===== src/rtl/pisq_pkg.sv =====
package pisq_pkg;

  localparam int DIV_W_DEF  = 14;
  localparam int RATE_W     = 4;
  localparam int TAP_W      = 4;
  localparam int ALIAS_A_IN = 1;
  localparam int ALIAS_A_TO = 8;
  localparam int ALIAS_B_IN = 2;
  localparam int ALIAS_B_TO = 9;
  // the divider stage holding a square of period 2^(code-1) ticks is code-2
  localparam int TAP_OFFSET = 2;

  typedef struct packed {
    logic             valid;
    logic [TAP_W-1:0] tap;
  } tap_sel_t;

endpackage


===== src/rtl/pisq_rate_dec.sv =====
module pisq_rate_dec
  import pisq_pkg::*;
#(
  parameter int DIV_W = DIV_W_DEF
) (
  input  logic [RATE_W-1:0] code_i,
  output tap_sel_t          sel_o
);

  logic [RATE_W-1:0] eff_code;
  int unsigned       tap_idx;

  // fold the two alias codes onto their partner rates
  always_comb begin
    if (code_i == RATE_W'(ALIAS_A_IN)) begin
      eff_code = RATE_W'(ALIAS_A_TO);
    end else if (code_i == RATE_W'(ALIAS_B_IN)) begin
      eff_code = RATE_W'(ALIAS_B_TO);
    end else begin
      eff_code = code_i;
    end
  end

  always_comb begin
    sel_o   = '0;
    tap_idx = 32'(eff_code) - TAP_OFFSET;
    if (eff_code >= RATE_W'(TAP_OFFSET + 1) && tap_idx < 32'(DIV_W)) begin
      sel_o.valid = 1'b1;
      sel_o.tap   = TAP_W'(tap_idx);
    end
  end

endmodule


===== src/rtl/pisq_div.sv =====
module pisq_div #(
  parameter int DIV_W = 14
) (
  input  logic             clk,
  input  logic             rst_n,
  input  logic             tick_i,
  output logic [DIV_W-1:0] cnt_nxt_o,
  output logic [DIV_W-1:0] rise_o
);

  logic [DIV_W-1:0] cnt_q;
  logic [DIV_W-1:0] cnt_d;

  always_comb begin
    cnt_d = cnt_q;
    if (tick_i) begin
      cnt_d = cnt_q + 1'b1;
    end
  end

  always_ff @(posedge clk or negedge rst_n) begin
    if (!rst_n) begin
      cnt_q <= '0;
    end else if (tick_i) begin
      cnt_q <= cnt_d;
    end
  end

  // a stage rises only on a counting step, never on a change of selection
  for (genvar g = 0; g < DIV_W; g++) begin : g_rise
    assign rise_o[g] = tick_i & ~cnt_q[g] & cnt_d[g];
  end

  assign cnt_nxt_o = cnt_d;

endmodule


===== src/rtl/pisq_sqw.sv =====
module pisq_sqw
  import pisq_pkg::*;
#(
  parameter int DIV_W = DIV_W_DEF
) (
  input  logic             clk,
  input  logic             rst_n,
  input  logic             tick_i,
  input  logic             ovr_i,
  input  logic             sqw_en_i,
  input  tap_sel_t         sel_i,
  input  logic [DIV_W-1:0] cnt_nxt_i,
  output logic             sqw_o
);

  logic sqw_q;
  logic sqw_d;

  always_comb begin
    if (ovr_i) begin
      sqw_d = tick_i;
    end else if (sqw_en_i && sel_i.valid) begin
      sqw_d = cnt_nxt_i[sel_i.tap];
    end else begin
      sqw_d = 1'b0;
    end
  end

  always_ff @(posedge clk or negedge rst_n) begin
    if (!rst_n) begin
      sqw_q <= 1'b0;
    end else begin
      sqw_q <= sqw_d;
    end
  end

  assign sqw_o = sqw_q;

endmodule


===== src/rtl/pisq_flag.sv =====
module pisq_flag
  import pisq_pkg::*;
#(
  parameter int DIV_W = DIV_W_DEF
) (
  input  logic             clk,
  input  logic             rst_n,
  input  logic             ovr_i,
  input  logic             rd_i,
  input  tap_sel_t         sel_i,
  input  logic [DIV_W-1:0] rise_i,
  output logic             pf_o
);

  logic pf_q;
  logic pf_d;
  logic set_evt;

  assign set_evt = sel_i.valid & ~ovr_i & rise_i[sel_i.tap];

  // a new event outranks the clear
  always_comb begin
    pf_d = pf_q;
    if (rd_i) begin
      pf_d = 1'b0;
    end
    if (set_evt) begin
      pf_d = 1'b1;
    end
  end

  always_ff @(posedge clk or negedge rst_n) begin
    if (!rst_n) begin
      pf_q <= 1'b0;
    end else begin
      pf_q <= pf_d;
    end
  end

  assign pf_o = pf_q;

endmodule


===== src/rtl/pisq_top.sv =====
module pisq_top
  import pisq_pkg::*;
#(
  parameter int DIV_W = DIV_W_DEF
) (
  input  logic        clk,
  input  logic        rst_n,
  input  logic        tick_i,
  input  logic [3:0]  rate_sel_i,
  input  logic        sqw_en_i,
  input  logic        pie_i,
  input  logic        ovr_i,
  input  logic        rd_i,
  output logic        sqw_o,
  output logic [7:0]  status_o,
  output logic        pf_o,
  output logic        irqf_o,
  output logic        irq_o
);

  localparam int STAT_SUM_BIT = 7;
  localparam int STAT_PF_BIT  = 6;

  tap_sel_t         sel;
  logic [DIV_W-1:0] cnt_nxt;
  logic [DIV_W-1:0] rise;
  logic             pf;
  logic             summary;

  pisq_rate_dec #(.DIV_W(DIV_W)) u_dec (
    .code_i (rate_sel_i),
    .sel_o  (sel)
  );

  pisq_div #(.DIV_W(DIV_W)) u_div (
    .clk       (clk),
    .rst_n     (rst_n),
    .tick_i    (tick_i),
    .cnt_nxt_o (cnt_nxt),
    .rise_o    (rise)
  );

  pisq_sqw #(.DIV_W(DIV_W)) u_sqw (
    .clk       (clk),
    .rst_n     (rst_n),
    .tick_i    (tick_i),
    .ovr_i     (ovr_i),
    .sqw_en_i  (sqw_en_i),
    .sel_i     (sel),
    .cnt_nxt_i (cnt_nxt),
    .sqw_o     (sqw_o)
  );

  pisq_flag #(.DIV_W(DIV_W)) u_flag (
    .clk    (clk),
    .rst_n  (rst_n),
    .ovr_i  (ovr_i),
    .rd_i   (rd_i),
    .sel_i  (sel),
    .rise_i (rise),
    .pf_o   (pf)
  );

  assign summary = pf & pie_i;

  always_comb begin
    status_o               = '0;
    status_o[STAT_SUM_BIT] = summary;
    status_o[STAT_PF_BIT]  = pf;
  end

  assign pf_o   = pf;
  assign irqf_o = summary;
  assign irq_o  = summary;

endmodule


===== config.mk =====
export PLATFORM = sky130hd
export DESIGN_NAME = pisq_top
export DESIGN_NICKNAME = d
export VERILOG_FILES = /design/src/rtl/pisq_pkg.sv /design/src/rtl/pisq_rate_dec.sv /design/src/rtl/pisq_div.sv /design/src/rtl/pisq_sqw.sv /design/src/rtl/pisq_flag.sv /design/src/rtl/pisq_top.sv
export SDC_FILE = /design/constraint.sdc
export NUM_CORES = 1
export LEC_CHECK = 0
export ABC_AREA = 1
export BUFFER_PORTS_ARGS = -buffer_cell sky130_fd_sc_hd__buf_4
export CORE_MARGIN = 2
export CORE_UTILIZATION = 60
export CTS_BUF_LIST = sky130_fd_sc_hd__clkbuf_4 sky130_fd_sc_hd__clkbuf_8
export CTS_CLUSTER_DIAMETER = 30
export CTS_CLUSTER_SIZE = 40
export DETAILED_ROUTE_END_ITERATION = 8
export HOLD_SLACK_MARGIN = 0.12
export PLACE_DENSITY = 0.86
export SLEW_MARGIN = 20
export SYNTH_ARGS = -nofsm -noshare
export SYNTH_HDL_FRONTEND = slang
export SYNTH_SLANG_ARGS = --single-unit

===== constraint.sdc =====
create_clock -name clk -period 3.3 [get_ports clk]
set_input_delay 0 -clock clk [delete_from_list [all_inputs] [get_ports clk]]
set_output_delay 0 -clock clk [all_outputs]
set_load 0.03 [all_outputs]

* After elaboration in Yosys (flattened, before gate mapping)
Index checks and enable logic that the tools add are counted. Widths: inputs -> output; s select.
Word-level totals: bits in registers 16, bits of input ports 11, output and inout port bits 12, word-level logic and storage cells 71
Operators by class: add/subtract/negate cells 2, order comparisons 3, equality and inequality tests 2, multiplexer cells 12, bitwise logic cells 46, reduce and logical (&&, ||, !) cells 3
Operators by type and width (count):
- $lt 32x4->1 const B | 1
- $and 1x1->1 | 31
- $not 1->1 | 15
- $add 14x1->14 const B | 1
- $mux 14 | 1
- $bmux 1 s4 | 2
- $mux 4 | 2
- $mux 1 | 6
- $lt 4x5->1 const B | 1
- $mux 5 | 1
- $sub 4x2->5 const B | 1
- $eq 4x1->1 const B | 1
- $eq 4x2->1 const B | 1
- $ge 4x2->1 const B | 1
- $logic_and 1x1->1 | 2
- $reduce_bool 2->1 | 1

* Depth between registers and ports, before layout
Gate-level depths: netlist (run 1).
depth after elaboration 11, gate-level depth with buffers 14, mapped depth without buffers 13

* Modules after synthesis
From an unflattened synthesis (run 1), not the netlist that was laid out.
Second synthesis, totals: cell total of the unflattened synthesis 258, area total of the unflattened synthesis 1676.6 um^2
Modules (own cells, without submodules):
- pisq_div | times used 1, cells each 115, area an instance 915.9 um^2, seq. area each 350.3 um^2
- pisq_sqw | times used 1, cells each 52, area an instance 274.0 um^2, seq. area each 25.0 um^2
- pisq_flag | times used 1, cells each 48, area an instance 245.2 um^2, seq. area each 25.0 um^2
- pisq_rate_dec | times used 1, cells each 31, area an instance 162.7 um^2, seq. area each 0.0 um^2
- pisq_top | times used 1, cells each 12, area an instance 78.8 um^2, seq. area each 0.0 um^2

* Worst setup path before layout (run 1)
OpenSTA, ideal clock, no wires.
path type register -> register, from register u_div.cnt_q[1], to register u_sqw.sqw_q (netlist: u_sqw.sqw_o), arrival 1.471 ns, path slack 1.712 ns, cell stages (with the launch flop) 13, period minus slack after synthesis 1.588 ns, cells stage by stage dfrtp_1 > ha_1 > nand3_2 > nor2_2 > nand4_1 > nand2_1 > nand3_1 > nand3_1 > nand2_1 > inv_1 > nand2_1 > nand2_1 > nand2_1
On the way: cells in the longest elaborated chain, start to end 6
Ends and longest elaborated chain:
- start: declaration | RTL line pisq_div.sv:11 | logic [DIV_W-1:0] cnt_q;
- start signal: assignment | RTL line pisq_div.sv:25 | cnt_q <= cnt_d;
- $add 14x1->14 | RTL line pisq_div.sv:17 | cnt_d = cnt_q + 1'b1;
- $mux 14 (*) | RTL line pisq_div.sv:16 | if (tick_i) begin
- $bmux 1 s4 (*) | RTL line pisq_sqw.sv:23 | sqw_d = cnt_nxt_i[sel_i.tap];
- $mux 1 (not written as such) (*) | RTL line pisq_sqw.sv:23
- $mux 1 (*) | RTL line pisq_sqw.sv:22 | end else if (sqw_en_i && sel_i.valid) begin
- $mux 1 (*) | RTL line pisq_sqw.sv:20 | if (ovr_i) begin
- net u_sqw.sqw_d | RTL line pisq_sqw.sv:17 | logic sqw_d;
- end signal: assignment | RTL line pisq_sqw.sv:33 | sqw_q <= sqw_d;
- end: declaration | RTL line pisq_sqw.sv:16 | logic sqw_q;
The timed path passes the listed nets; every way through them passes the cells marked *. The select of a mux whose other input is x is not followed. A chain may end at the register's enable or synchronous reset.

* Worst setup path in the final report (run 1)
Ends and elaborated chain as after synthesis.

==> run_results.csv, run 1 <==
group,metric,value,unit
clocking,root_buffer,"clkbuf_4",
final_layout,layout-drive-gt1-share,13.2,%
place,gp_congestion,0.916,
global_routing,met1_usage,32.4,%
worst_hold_path,hold_class,"primary input to flip-flop",
place,io_buffers,16,
route,first_iter_violations,24,
floorplanning,coreArea,2170,µm²
timing,tns,0,ns
clocking,cts_max_path_buffers,2,
floorplanning,initial_core_util,62.8,%
timing,holdWs,0.171,ns
logic_synthesis,synth_seq_cells,16,
final_layout,diodes,0,
timing,rsz0062_at_grt,"false",
global_routing,grt_pass1_vias,1169,
global_routing,grt_most_used_layer,"met2",
worst_setup_path,regToRegEndpoint,"u_sqw.sqw_o",
global_routing,grt_use_met3,1.72,%
clocking,cts_sinks,16,
worst_hold_path,min_to,"u_flag.pf_o",
floorplanning,die_w,51.7,µm
route,ant_nets,0,
worst_setup_path,crit_path_start_kind,"flip-flop",
place,hpwlAfterDp,2.12,mm
worst_setup_path,timing.rr.start,"u_div.cnt_q[1]",
final_layout,fin_nets,250,
timing,hold_viol,0,
clocking,postCtsSetupRepairBufs,0,
power,p_total,605,µW
logic_synthesis,yosysTopAreaCell,"dfrtp_1",
floorplanning,die_area,2670,µm²
timing,finalCriticalPeriod,2.36,ns
worst_setup_path,path_class,"flip-flop to flip-flop",
timing,slew_viol_final,0,
clocking,cts.reportedPaths.clkPinSlew,0.09,ns
floorplanning,row_count,17,
global_routing,grt_usage,23.8,%
place,place_ws,1.55,ns
logic_synthesis,synth_seq_area_share,29.4,%
logic_synthesis,netlist_area,1360,µm²
clocking,clk-insertion-delay-late,0.28,ns
floorplanning,die_y,51.7,µm
logic_synthesis,synth_top_area_share,29.4,%
logic_synthesis,synth_warnings,0,
worst_setup_path,cp.required,3.47,ns
timing,tightest_slew,0.741,ns
worst_setup_path,worst-path-max-fanout,6,
worst_setup_path,end_kind,"flip-flop",
worst_setup_path,arrival,2.53,ns
timing,setup_violations,0,
worst_hold_path,worstHoldStart,"rate_sel_i[3]",
logic_synthesis,avgSynthCellArea,6.34,µm²
floorplanning,io_pins,23,
worst_setup_path,worst_r2r_path_depth,13,
job,cap_violations,0,
power,peakVddDrop,429,µV
global_routing,grt_max_degree,18,
route,wirelength,2.77,mm
global_routing,grt_first_pass_wirelength,4.84,mm
worst_setup_path,rrSetupSlack,0.94,ns
timing,relSlewSlack,50.4,%
worst_hold_path,min_delay_path_depth,6,
power,power.density,392,nW/µm²
timing,fmax,0.424,GHz
power,leakage,0.000877,µW
timing,fin_ws,0.941,ns
route,routedWlPerCell,10.5,µm
route,viasPerCell,5.10,
clocking,cts_resized,0,
global_routing,globalRouteMet2Util,40.2,%
route,drc_errors,0,
timing,finClkSkew,0.000819,ns
logic_synthesis,synthTopCellsByArea,"dfrtp_1 (29%), nand2_1 (22%), nand3_1 (11%), inv_1 (7.2%), buf_4 (5.5%)",
clocking,cts_htree_levels,1,
final_layout,syn_to_final_growth,13.2,%
route,vias,1340,
timing,layout_worst_path_cycle_share,71.5,%
logic_synthesis,ys_types,24,
logic_synthesis,synth_cells,215,
clocking,cts_buffers,3,
clocking,cts_tree,"done",
outcome,status,"finished, final reports clean",
global_routing,overflow,0,
route,first_pass_iters,5,
global_routing,antenna_found_initial,0,
-- flip-flops by register name (all words and copies together), names as in the netlist --
| register | cells |
|---|---|
| u_div.cnt_q | 14 |
| u_sqw.sqw_o | 1 |
| u_flag.pf_o | 1 |
-- layer usage --
layer	wire (µm)	share of wire, %
met5	0	0
met1	1310	47
met2	1340	48
met4	34	1.2
met3	83	3.0
-- through the flow --
stage / instance area (µm²) / instances / utilization [%]
2_1_floorplan: 1380 / 220 / -
3_3_place_gp: 1450 / 253 / 66.8
3_5_place_dp: 1450 / 253 / 66.8
4_1_cts: 1540 / 263 / 71.1
5_1_grt: 1540 / 263 / 71.1
6_report: 1540 / 263 / 71.1
-- how the worst max path moves through the flow --
stage                     depth (start not counted)  slack [ns]           start     endpoint
final                                            13        0.94  u_div.cnt_q[1]  u_sqw.sqw_o
after global routing                             13        0.70  u_div.cnt_q[1]  u_sqw.sqw_o
after CTS                                        13        0.99  u_div.cnt_q[1]  u_sqw.sqw_o
after detailed placement                         11        1.55  u_div.cnt_q[1]  u_flag.pf_o
after global placement                           11        1.60  u_div.cnt_q[1]  u_flag.pf_o
after floorplan                                  12        1.71  u_div.cnt_q[1]  u_sqw.sqw_o
-- area by class of cell --
type | count | area (µm²)
multi-input cells | 166 | 793
fillers | 203 | 627
repair buffers | 23 | 190
flip-flops and latches | 16 | 400
well taps | 28 | 35.0
inverters | 27 | 101
clock buffers | 3 | 22.5
-- timing repair --
action	4_1_cts	5_1_grt
hold buffers	7	0
hold endpoints to repair	20	0
setup endpoints to repair	0	0
-- layout by cell type (no fill, tap or decap), types with 2 or more instances in the layout --
cell / instances
nand2_1: 81
nand3_1: 29
inv_1: 26
nor2_1: 16
buf_4: 16
dfrtp_1: 16
dlygate4sd3_1: 7
conb_1: 6
nand3b_1: 5
o21ai_0: 4
nand2_2: 3
o21ai_1: 3
a21oi_1: 3
nand4_1: 3
clkbuf_4: 3
nand2_4: 2
nor2_4: 2
nand3_2: 2
ha_1: 2
-- cell families after synthesis --
group           after synthesis  synth area share [%]
buf+inv                      38                  13.8
flops                        16                  29.4
fa+ha+maj                     2                  1.84
simple gates                147                  50.4
other cells                   1                 0.275
compound gates               10                  3.67
xor+xnor                      1                 0.643
-- power by group --
part           internal [µW]  switching, µW  leakage, µW
Sequential               228           42.9     0.000208
Combinational           86.7            145     0.000655
Clock                   42.3           60.3    0.0000138
-- worst max-delay path, stage by stage (launching register included) --
cell and delay (ns):
dfrtp_1 0.44, ha_1 0.26, nand3_2 0.13, nor2_2 0.21
nand4_1 0.16, nand2_1 0.09, nand3_1 0.06, nand3_1 0.08
nand2_1 0.05, inv_1 0.05, nand2_1 0.04, nand2_1 0.07
nand2_1 0.05, dlygate4sd3_1 0.55
-- synthesized netlist by cell type, drive strengths merged --
cell / count
nand3b: 5
xor2: 1
nand4: 3
and2: 1
o21ai: 7
a21oi: 3
inv: 27
nand3: 31
nor2: 20
conb: 1
nor3: 1
ha: 2
dfrtp: 16
nand2: 86
buf: 11
Power figures use the tool's default switching activity.
==> run 2, diff against run 1 <==
- ABC_AREA: 1 -> 0
- CORE_UTILIZATION: 60 -> 58
- PLACE_DENSITY: 0.86 -> 0.84
- clock period: 3.3 -> 2.2 ns (I/O delays scaled with it)
==> run 2 against run 1 <==
Critical path depth down 7. Clock skew up 0.0014 ns. Sequential share of layout area down 0.27 points. Register-to-register slack worse by 0.87 ns. Hold slack worse by 0.019 ns. Synthesized area down 2.3%. Critical path type unchanged. Largest cell class unchanged. Via count down 5.3%. Setup slack worse by 0.87 ns. Flip-flop and latch count unchanged. Die area up 0.99%. Final cell count down 24%.
==> run_results.csv, run 2 <==
group,metric,value,unit
logic_synthesis,synth_edf_count,0,
final_layout,final_common_cell,"buf_4",
final_layout,syn_to_final_growth,17.1,%
route,vias,1269,
final_layout,layout-drive-gt1-share,22.2,%
route,routedWlPerCell,17.0,µm
logic_synthesis,synth_seq_area_share,30.1,%
logic_synthesis,synth_cells,153,
place,dpl-instance-area,1450,µm²
logic_synthesis,yosys_most_used_dff,"dfrtp_1",
floorplanning,io_pins,23,
logic_synthesis,synth_most_common_cell,"dfrtp_1",
logic_synthesis,synth_top_area_share,30.1,%
worst_setup_path,path_class,"flip-flop to flip-flop",
final_layout,largest_reg_flops,14,
logic_synthesis,synth_warnings,0,
worst_hold_path,min_delay_path_depth,3,
logic_synthesis,yosysTopAreaCell,"dfrtp_1",
outcome,status,"finished, final reports clean",
global_routing,grt_first_pass_wirelength,5.44,mm
timing,fmax,0.469,GHz
worst_setup_path,worst_r2r_path_depth,6,
power,peakVddDrop,845,µV
route,viasPerCell,6.38,
clocking,cts_htree_levels,1,
floorplanning,die_y,51.9,µm
global_routing,antenna_found_initial,0,
worst_setup_path,worst-path-max-fanout,6,
global_routing,overflow,0,
clocking,cts_sinks,16,
logic_synthesis,netlist_area,1330,µm²
timing,setup_violations,0,
route,wirelength,3.38,mm
logic_synthesis,async_reset_ff_share,100,%
logic_synthesis,synth_seq_cells,16,
logic_synthesis,avgSynthCellArea,8.70,µm²
clocking,postCtsSetupRepairBufs,0,
timing,rsz0062_at_grt,"true",
timing,layout_worst_path_cycle_share,96.9,%
final_layout,layout_common_cells,"buf_4 (24), dfrtp_1 (16), nor3_1 (10)",
logic_synthesis,ys_types,51,
timing,finClkSkew,0.00223,ns
timing,relSlewSlack,50.9,%
timing,slew_viol_final,0,
clocking,clk-insertion-delay-late,0.29,ns
worst_setup_path,cp.required,2.38,ns
final_layout,diodes,0,
logic_synthesis,synthTopCellsByArea,"dfrtp_1 (30%), buf_4 (5.6%), xor2_1 (4.6%), nor3_1 (3.8%), nor4_1 (3.8%)",
clocking,cts_max_path_buffers,2,
global_routing,grt_max_degree,19,
worst_setup_path,arrival,2.32,ns
place,io_buffers,16,
clocking,cts_buffers,3,
power,power.density,759,nW/µm²
global_routing,grt_pass1_vias,1183,
timing,finalCriticalPeriod,2.13,ns
route,drc_errors,0,
floorplanning,coreArea,2190,µm²
clocking,cts.reportedPaths.clkPinSlew,0.09,ns
global_routing,grt_usage,27.4,%
floorplanning,die_w,51.9,µm
power,leakage,0.000661,µW
worst_setup_path,crit_path_start_kind,"flip-flop",
route,ant_nets,0,
worst_hold_path,hold_class,"primary input to flip-flop",
job,cap_violations,0,
clocking,cts_tree,"done",
logic_synthesis,yosys-top-cells-count,"dfrtp_1 (16), buf_4 (10), nor3_1 (10)",
route,first_pass_iters,4,
timing,tightest_slew,0.734,ns
final_layout,post-route-util,71.2,%
floorplanning,die_area,2690,µm²
worst_setup_path,end_kind,"flip-flop",
route,first_iter_violations,54,
final_layout,design_area,1560,µm²
clocking,root_buffer,"clkbuf_4",
place,gp_congestion,0.926,
floorplanning,initial_core_util,60.8,%
place,hpwlAfterDp,2.42,mm
floorplanning,row_count,17,
final_layout,max_flop_register,"u_div.cnt_q",
final_layout,fin_nets,185,
timing,hold_viol,0,
## run 2: critical path: stages (launching register included)
cell and delay [ns]:
dfrtp_1 0.47, nand4_1 0.27, nor4_4 0.41, nand2_1 0.11, xnor2_1 0.16, a32o_1 0.28
o32a_1 0.33
## run 2: layout make-up
class                           count  area, µm²
Clock buffer                        4       36.3
Fill cell                         183        632
Inverter                            5       18.8
Multi-Input combinational cell    119        858
Sequential cell                    16        400
Tap cell                           28       35.0
Timing Repair Buffer               27        210
## run 2: cells by family (layout without fill, tap and decap cells)
logic type | Yosys count | count (layout) | synth area share (%)
compound gates | 29 | 29 | 16.9
xor+xnor | 12 | 12 | 7.89
fa+ha+maj | 2 | 2 | 1.88
buf+inv | 23 | 36 | 10.2
flops | 16 | 16 | 30.1
mux | 3 | 3 | 2.63
other cells | 1 | 6 | 0.282
simple gates | 67 | 67 | 30.1
## run 2: per-stage QoR
step	std cells	TNS (ns)	total power, µW	hold slack (ns)	setup slack, ns
6_report	199	0	1180	0.152	0.0680
5_1_grt	199	-0.0421	1250	0.143	-0.0224
4_1_cts	199	0	1120	0.135	0.0267
3_5_place_dp	192	0	916	-0.129	0.0534
3_3_place_gp	192	0	893	-0.128	0.0679
2_1_floorplan	158	0	763	-0.296	0.170
## run 2: repair_timing
item | in CTS | in global routing
hold buffers | 3 | 0
hold endpoints to repair | 19 | 0
resized for setup | 0 | 5
endpoints found under the setup margin | 0 | 2
## run 2: where the power goes
group	internal [µW]	total [µW]	switching (µW)
Sequential	358	445	86.4
Clock	101	197	96.3
Combinational	233	542	309
## run 2: worst paths after layout
path	from	to	slack, ns
max	u_div.cnt_q[7]	u_sqw.sqw_o	0.07
min	ovr_i	u_sqw.sqw_o	0.15
max reg2reg	u_div.cnt_q[7]	u_sqw.sqw_o	0.07
min reg2reg	u_div.cnt_q[12]	u_div.cnt_q[12]	0.53
max in group asynchronous	rst_n	u_div.cnt_q[1]	0.91
min in group asynchronous	rst_n	u_flag.pf_o	0.83
## run 2: per-layer routing
| metal | vias to the layer above | share of wire [%] | routed length, µm | track usage [%] |
|---|---|---|---|---|
| li1 | 592 | - | - | - |
| met1 | 593 | 41 | 1390 | 36.4 |
| met2 | 71 | 49 | 1660 | 43.7 |
| met3 | 13 | 7.3 | 246 | 3.45 |
| met4 | 0 | 2.8 | 96 | 13.6 |
| met5 | - | 0 | 0 | 0 |
